`src/rtl/bus_req_pkg.sv`:
```
package bus_req_pkg;

  localparam int unsigned NUM_REQ_CAUSES = 4;

  typedef enum logic [1:0] {
    CAUSE_MISS      = 2'd0,
    CAUSE_WRITEBACK = 2'd1,
    CAUSE_COHERENCE = 2'd2,
    CAUSE_PREFETCH  = 2'd3
  } req_cause_e;

endpackage

```
`src/rtl/cycle_counter.sv`:
```
module cycle_counter #(
  parameter int unsigned TIME_W = 16
) (
  input  logic              clk,
  input  logic              rst_n,
  output logic [TIME_W-1:0] now
);
  logic [TIME_W-1:0] now_q;

  always_ff @(posedge clk or negedge rst_n) begin
    if (!rst_n) now_q <= '0;
    else        now_q <= now_q + 1'b1;
  end

  assign now = now_q;
endmodule

```
`src/rtl/req_cause_track.sv`:
```
module req_cause_track #(
  parameter int unsigned NUM_CAUSES = bus_req_pkg::NUM_REQ_CAUSES,
  parameter int unsigned TIME_W     = 16,
  localparam int unsigned CW        = (NUM_CAUSES > 1) ? $clog2(NUM_CAUSES) : 1
) (
  input  logic                  clk,
  input  logic                  rst_n,
  input  logic [TIME_W-1:0]     now,
  input  logic                  set_valid,
  input  logic [CW-1:0]         set_cause,
  input  logic [TIME_W-1:0]     set_time,
  input  logic                  clr_valid,
  input  logic [CW-1:0]         clr_cause,
  input  logic                  retry_wait,
  output logic [NUM_CAUSES-1:0] causes,
  output logic                  req,
  output logic                  send,
  output logic                  sched_pend
);
  // Target counts as reached when it is not ahead of now (modular, half range).
  function automatic logic time_reached(input logic [TIME_W-1:0] cur,
                                        input logic [TIME_W-1:0] tgt);
    logic [TIME_W-1:0] diff;
    diff = cur - tgt;
    return ~diff[TIME_W-1];
  endfunction

  logic [NUM_CAUSES-1:0] vec_q, vec_d, set_mask, clr_mask;
  logic                  pend_q, pend_d;
  logic [TIME_W-1:0]     tgt_q;
  logic                  arm, fire;

  always_comb begin
    for (int i = 0; i < int'(NUM_CAUSES); i++) begin
      set_mask[i] = set_valid && (set_cause == CW'(i));
      clr_mask[i] = clr_valid && (clr_cause == CW'(i));
    end
  end

  // Set has priority over a clear of the same bit.
  assign vec_d = (vec_q & ~clr_mask) | set_mask;

  assign arm  = set_valid && (vec_q == '0) && !retry_wait && !pend_q;
  assign fire = pend_q && time_reached(now, tgt_q);

  always_comb begin
    pend_d = pend_q;
    if (arm)       pend_d = 1'b1;
    else if (fire) pend_d = 1'b0;
  end

  always_ff @(posedge clk or negedge rst_n) begin
    if (!rst_n) begin
      vec_q  <= '0;
      pend_q <= 1'b0;
      tgt_q  <= '0;
    end else begin
      vec_q  <= vec_d;
      pend_q <= pend_d;
      if (arm) tgt_q <= set_time;
    end
  end

  assign causes     = vec_q;
  assign req        = |vec_q;
  assign send       = fire;
  assign sched_pend = pend_q;
endmodule

```
`src/rtl/drain_ctrl.sv`:
```
module drain_ctrl (
  input  logic clk,
  input  logic rst_n,
  input  logic drain_req,
  input  logic mem_busy,
  input  logic cpu_busy,
  input  logic mem_queues_empty,
  input  logic cpu_queues_empty,
  output logic drain_pending,
  output logic drained_pulse,
  output logic drained
);
  logic pend_q, drained_q, can_drain, done;

  assign can_drain = !mem_busy && !cpu_busy && mem_queues_empty && cpu_queues_empty;
  assign done      = pend_q && can_drain;

  always_ff @(posedge clk or negedge rst_n) begin
    if (!rst_n) begin
      pend_q    <= 1'b0;
      drained_q <= 1'b0;
    end else begin
      pend_q <= drain_req || (pend_q && !done);
      if (done)           drained_q <= 1'b1;
      else if (drain_req) drained_q <= 1'b0;
    end
  end

  assign drain_pending = pend_q;
  assign drained_pulse = done;
  assign drained       = drained_q;
endmodule

```
`src/rtl/bus_req_drain_ctrl.sv`:
```
module bus_req_drain_ctrl #(
  parameter int unsigned NUM_CAUSES = bus_req_pkg::NUM_REQ_CAUSES,
  parameter int unsigned TIME_W     = 16,
  localparam int unsigned CW        = (NUM_CAUSES > 1) ? $clog2(NUM_CAUSES) : 1
) (
  input  logic                  clk,
  input  logic                  rst_n,
  input  logic                  drain_req,
  input  logic                  mem_set_valid,
  input  logic [CW-1:0]         mem_set_cause,
  input  logic [TIME_W-1:0]     mem_set_time,
  input  logic                  mem_clr_valid,
  input  logic [CW-1:0]         mem_clr_cause,
  input  logic                  mem_retry_wait,
  input  logic                  mem_queues_empty,
  input  logic                  cpu_set_valid,
  input  logic [CW-1:0]         cpu_set_cause,
  input  logic [TIME_W-1:0]     cpu_set_time,
  input  logic                  cpu_clr_valid,
  input  logic [CW-1:0]         cpu_clr_cause,
  input  logic                  cpu_retry_wait,
  input  logic                  cpu_queues_empty,
  output logic                  mem_req,
  output logic [NUM_CAUSES-1:0] mem_causes,
  output logic                  mem_send,
  output logic                  cpu_req,
  output logic [NUM_CAUSES-1:0] cpu_causes,
  output logic                  cpu_send,
  output logic                  drain_pending,
  output logic                  drained_pulse,
  output logic                  drained,
  output logic [TIME_W-1:0]     cur_time
);
  logic [TIME_W-1:0] now;
  logic              mem_sched_pend, cpu_sched_pend;

  cycle_counter #(.TIME_W(TIME_W)) u_clock (
    .clk(clk), .rst_n(rst_n), .now(now)
  );

  req_cause_track #(.NUM_CAUSES(NUM_CAUSES), .TIME_W(TIME_W)) u_mem_side (
    .clk(clk), .rst_n(rst_n), .now(now),
    .set_valid(mem_set_valid), .set_cause(mem_set_cause), .set_time(mem_set_time),
    .clr_valid(mem_clr_valid), .clr_cause(mem_clr_cause), .retry_wait(mem_retry_wait),
    .causes(mem_causes), .req(mem_req), .send(mem_send), .sched_pend(mem_sched_pend)
  );

  req_cause_track #(.NUM_CAUSES(NUM_CAUSES), .TIME_W(TIME_W)) u_cpu_side (
    .clk(clk), .rst_n(rst_n), .now(now),
    .set_valid(cpu_set_valid), .set_cause(cpu_set_cause), .set_time(cpu_set_time),
    .clr_valid(cpu_clr_valid), .clr_cause(cpu_clr_cause), .retry_wait(cpu_retry_wait),
    .causes(cpu_causes), .req(cpu_req), .send(cpu_send), .sched_pend(cpu_sched_pend)
  );

  drain_ctrl u_drain (
    .clk(clk), .rst_n(rst_n), .drain_req(drain_req),
    .mem_busy(mem_req), .cpu_busy(cpu_req),
    .mem_queues_empty(mem_queues_empty), .cpu_queues_empty(cpu_queues_empty),
    .drain_pending(drain_pending), .drained_pulse(drained_pulse), .drained(drained)
  );

  assign cur_time = now;
endmodule

```
`config.mk`:
```
export PLATFORM = sky130hd
export DESIGN_NAME = bus_req_drain_ctrl
export DESIGN_NICKNAME = d
export VERILOG_FILES = /design/src/rtl/bus_req_pkg.sv /design/src/rtl/cycle_counter.sv /design/src/rtl/req_cause_track.sv /design/src/rtl/drain_ctrl.sv /design/src/rtl/bus_req_drain_ctrl.sv
export SDC_FILE = /design/constraint.sdc
export NUM_CORES = 1
export LEC_CHECK = 0
export BUFFER_PORTS_ARGS = -buffer_cell sky130_fd_sc_hd__buf_2
export CORE_AREA = 4 4 102 104
export CTS_CLUSTER_SIZE = 24
export DETAILED_ROUTE_END_ITERATION = 12
export DIE_AREA = 0 0 106 108
export PLACE_DENSITY = 0.51
export SLEW_MARGIN = 20
export SYNTH_ARGS = -nofsm -noshare
export SYNTH_HDL_FRONTEND = slang
export SYNTH_SLANG_ARGS = --single-unit
```
`constraint.sdc`:
```
create_clock -name clk -period 4 [get_ports clk]
set_input_delay 0.2 -clock clk [delete_from_list [all_inputs] [get_ports clk]]
set_output_delay 0.2 -clock clk [all_outputs]
set_load 0.005 [all_outputs]
```
==> impl_summary.log <==
[metrics] Critical R2R Launch: u_clock.now[10]
[metrics] clk_lat worst skew: approximately 330 ps
[metrics] post-DP HPWL: ~5400 µm
[metrics] share of the synthesized netlist area taken by xor and xnor gates: ~4.9%
[metrics] Post-CTS Setup Inserts: 0
[metrics] achievable frequency: just over 0.4 GHz
[metrics] Sum Neg Setup Slack: 0 ps
[metrics] IO Count: just over 80
[metrics] ranking of synthesized cells by area: sky130_fd_sc_hd__dfrtp_1, sky130_fd_sc_hd__ha_1, sky130_fd_sc_hd__mux2_4
[metrics] synth unique cells: 31
[metrics] worst min-delay path category: in -> reg
[metrics] Worst Path Arrival: 2230 ps
[metrics] grt ovf: 0
[metrics] Worst Slack Setup Final: 1570 ps
[metrics] yosys warns: 0
[metrics] Via density: ~4.5
[metrics] critical path peak fanout: 6
[metrics] adder-cell share of the synthesized area: between 10 and 15%
[metrics] Synth Instances: 286
[metrics] total routed wirelength: 6988 µm
[metrics] detail-routed net length per standard cell: about 14 µm
[metrics] post-cts hold buffer count: 1
[metrics] Fill cells: 956
[metrics] slew of the pin with the lowest slew margin: between 500 and 600 ps
[metrics] worst-case register-to-register setup slack: between 2000 and 2500 ps
[metrics] dominant combinational cell family by area after synthesis: multiplexers
[metrics] share of cell area taken by muxes after synthesis: between 10% and 20%
[metrics] largest incremental delay on the critical path: between 400 and 500 ps
[metrics] origin of the worst min-delay path: drain_req
[metrics] number of stages on the worst setup path: 8
[metrics] final setup skew: ~9.2 ps
[metrics] drt initial violations: 83
[metrics] Pwr Density: ~500 nW/µm²
[metrics] cells along the critical path: ha_1, a21oi_1, o21ai_0, a211oi_1, o21ai_0, xnor2_1, and2_1, buf_2
[metrics] startpoint of the most critical setup path: u_clock.now[10]
[metrics] area enclosed by the die boundary: between 10000 and 15000 µm²
[metrics] CTS Root Buffer Type: sky130_fd_sc_hd__clkbuf_8
[metrics] fraction of final layout cells with drive strength greater than 1: between 30% and 40%
[metrics] Resized cells post-CTS: 0
[metrics] Die Width: approximately 110 µm
[metrics] Initial Utilization: 33.81%
[metrics] Core Rows: 36
[metrics] placeable core region: 9549 µm²
[metrics] Relative slew margins: between 60% and 70%
[metrics] critical path data required time: approximately 3800 ps
[metrics] area of the mapped netlist: 3228 µm²
[metrics] area growth from synthesis to layout: 23.49%
[metrics] fraction of post-synthesis cell area in the top cell type by area: a little under half
[metrics] via count of the first global-routing pass: around 2400
[metrics] clock buffer count from CTS: 9
[metrics] critical path's most frequent cell: sky130_fd_sc_hd__o21ai_0
[metrics] Slew Limit Fails: 0
[metrics] post-synthesis register bit count: 60
[metrics] CTS tree: built
[metrics] cell taking the most area after synthesis: sky130_fd_sc_hd__dfrtp_1
[metrics] mean instance size in the synthesized netlist: about 11 µm²
[metrics] weighted congestion reported at the end of routability-driven placement: 0.7328
[metrics] final hold violation count: 0
[metrics] post-synthesis compound-gate area fraction: ~7.0%
[metrics] DRC: 0
[metrics] setup slack after placement: 1867 ps
[metrics] register clock-pin slew on the reported worst setup and hold paths: about 70 ps
[metrics] sequential element share of the synthesized area: a little under half
[metrics] Buf/Inv on CP: 1
[metrics] antenna diode count: 0
[metrics] Die Y: between 100 and 150 µm
[metrics] Period minus WS final: 2430 ps
[metrics] startpoint type of the worst setup path: register
[metrics] antenna violations before repair: 0
[metrics] Net count, final: roughly 460
[metrics] pin count of the biggest net entering global routing: 42
[metrics] RSZ-0062 raised after global routing: false
[metrics] critical path's slowest cell: sky130_fd_sc_hd__dfrtp_1
[metrics] peak supply drop: 0.2160 mV
[metrics] LEAKAGE: slightly above 0.002 µW
[metrics] final worst-path cycle share: around 60%
[metrics] clk buf depth: 2
[metrics] antenna viol nets, final: 0
[metrics] Reg2Reg Capture Point: u_cpu_side.sched_pend
[metrics] Setup CP Type: reg -> out
[metrics] status: finished clean
[metrics] destination of the critical timing path: cpu_send
[metrics] number of iterations in the first detailed-routing pass: 4
[metrics] number of sinks handled by clock tree synthesis: 60
[metrics] Maximum Capacitance Violations: 0
[metrics] Via Count: 2325
[metrics] type of destination of the critical path: primary output
[metrics] global-route wire length before repair: ~12000 µm
[metrics] cell count of the worst reg-to-reg path: 7
[metrics] CTS H-Tree Depth: 3
[metrics] share of synthesized cell area in and, or, nand and nor gates: approximately an eighth
[metrics] setup violation total in the final timing report: 0
[metrics] synthesized net count: around 370
[metrics] GRT Total Usage: about 13%
[metrics] # port buffers: 81
[metrics] top cell family by delay on the critical path: compound AO/OA/AOI/OAI gates
==> where the power goes <==
part / leakage, µW / internal [µW] / switching (µW) / total [µW]
clock: 0.0000910 / 284 / 245 / 529
sequential: 0.000759 / 772 / 103 / 875
combinational: 0.00119 / 320 / 245 / 565
==> synth_stat cells <==
cell type,number
sky130_fd_sc_hd__dfrtp_1,60
sky130_fd_sc_hd__inv_1,39
sky130_fd_sc_hd__ha_1,29
sky130_fd_sc_hd__o21ai_0,21
sky130_fd_sc_hd__nand2_1,20
sky130_fd_sc_hd__mux2_4,18
sky130_fd_sc_hd__xnor2_1,16
sky130_fd_sc_hd__a21oi_1,14
sky130_fd_sc_hd__mux2_2,14
sky130_fd_sc_hd__nand3_1,12
sky130_fd_sc_hd__nor2_1,8
sky130_fd_sc_hd__and2_1,3
sky130_fd_sc_hd__and3_1,3
sky130_fd_sc_hd__nand4_1,3
sky130_fd_sc_hd__a21boi_0,2
sky130_fd_sc_hd__a32o_1,2
sky130_fd_sc_hd__buf_6,2
sky130_fd_sc_hd__nand2b_1,2
sky130_fd_sc_hd__nand3_4,2
sky130_fd_sc_hd__nor2b_1,2
sky130_fd_sc_hd__nor3_1,2
sky130_fd_sc_hd__nor4_4,2
sky130_fd_sc_hd__xor2_1,2
sky130_fd_sc_hd__a211oi_1,1
sky130_fd_sc_hd__a21o_1,1
sky130_fd_sc_hd__and4_1,1
sky130_fd_sc_hd__nand3b_1,1
sky130_fd_sc_hd__nor2_2,1
sky130_fd_sc_hd__nor4_1,1
sky130_fd_sc_hd__nor4_2,1
sky130_fd_sc_hd__or3b_2,1
==> final cells by class <==
type                            instances  area (µm²)  share of cell area (%)
Clock buffer                            9       123.9                   3.107
Clock inverter                          7       67.56                   1.695
Inverter                               39       146.4                   3.672
Multi-Input combinational cell        185        1558                   39.08
Sequential cell                        60        1501                   37.66
Tap cell                              133       166.4                   4.175
Timing Repair Buffer                   83       422.9                   10.61
==> worst min path at each step <==
stage | end | slack (ps) | depth (start not counted)
5_1_grt | u_mem_side.tgt_q[9] | 70 | 2
6_report | u_drain.drain_pending | 90 | 3
3_3_place_gp | u_cpu_side.tgt_q[11] | 180 | 1
3_5_place_dp | u_mem_side.causes[1] | 190 | 1
2_1_floorplan | u_clock.now[0] | -100 | 0
4_1_cts | u_mem_side.causes[0] | 80 | 2
==> kinds of logic (layout without fill, tap and decap cells) <==
| family | count (synthesis) | in the layout |
|---|---|---|
| AOI/OAI and AO/OA | 41 | 41 |
| xor gates and xnor gates | 18 | 18 |
| adders and majority gates | 29 | 29 |
| buffers and inverters | 41 | 138 |
| DFF | 60 | 60 |
| muxes | 32 | 32 |
| and+or+nand+nor | 65 | 65 |
==> sequential cells by signal, indices dropped and copies added (netlist names) <==
signal	cells
u_cpu_side.tgt_q	16
u_drain.drain_pending	1
u_mem_side.causes	4
u_drain.drained	1
u_cpu_side.sched_pend	1
u_clock.now	16
u_mem_side.tgt_q	16
u_mem_side.sched_pend	1
u_cpu_side.causes	4
==> routing by layer <==
metal,GRT usage (%),part of all wire (%),vias to the layer above
met5,0,0,-
met3,3.284,5.0,14
li1,-,-,1161
met4,5.735,2.5,0
met2,20.63,45,66
met1,16.39,48,1084
==> worst min-delay path: cells and delay by family <==
| family | cells | cell delay (ps) |
|---|---|---|
| AO/OA/AOI/OAI | 1 | 60 |
| buffers and inverters | 2 | 120 |
==> cells in the final DEF, fill, tap and decap left out, drive strengths merged <==
cell type,synthesis,final
buf,2,82
dfrtp,60,60
inv,39,39
mux2,32,32
ha,29,29
o21ai,21,21
nand2,20,20
xnor2,16,16
a21oi,14,14
nand3,14,14
clkbuf,0,9
nor2,9,9
nor4,4,4
and3,3,3
and2,3,3
nand4,3,3
clkinv,0,3
clkinvlp,0,3
xor2,2,2
a32o,2,2
nand2b,2,2
nor2b,2,2
a21boi,2,2
nor3,2,2
nand3b,1,1
or3b,1,1
and4,1,1
a211oi,1,1
a21o,1,1
bufinv,0,1
dlygate4sd3,0,1
==> metrics by stage <==
| step | hold slack, ps | instances | util, % | area, µm² | power, µW |
|---|---|---|---|---|---|
| after floorplan | -95.59 | 286 | - | 3228 | 1293 |
| after global placement | 176.0 | 499 | 39.64 | 3785 | 1447 |
| after detailed placement | 185.7 | 499 | 39.64 | 3785 | 1462 |
| after CTS | 76.25 | 516 | 41.75 | 3986 | 2013 |
| after global routing | 70.17 | 516 | 41.75 | 3986 | 2142 |
| final | 90.51 | 516 | 41.75 | 3986 | 1969 |
Note: power is estimated with default switching activity, not from simulation.
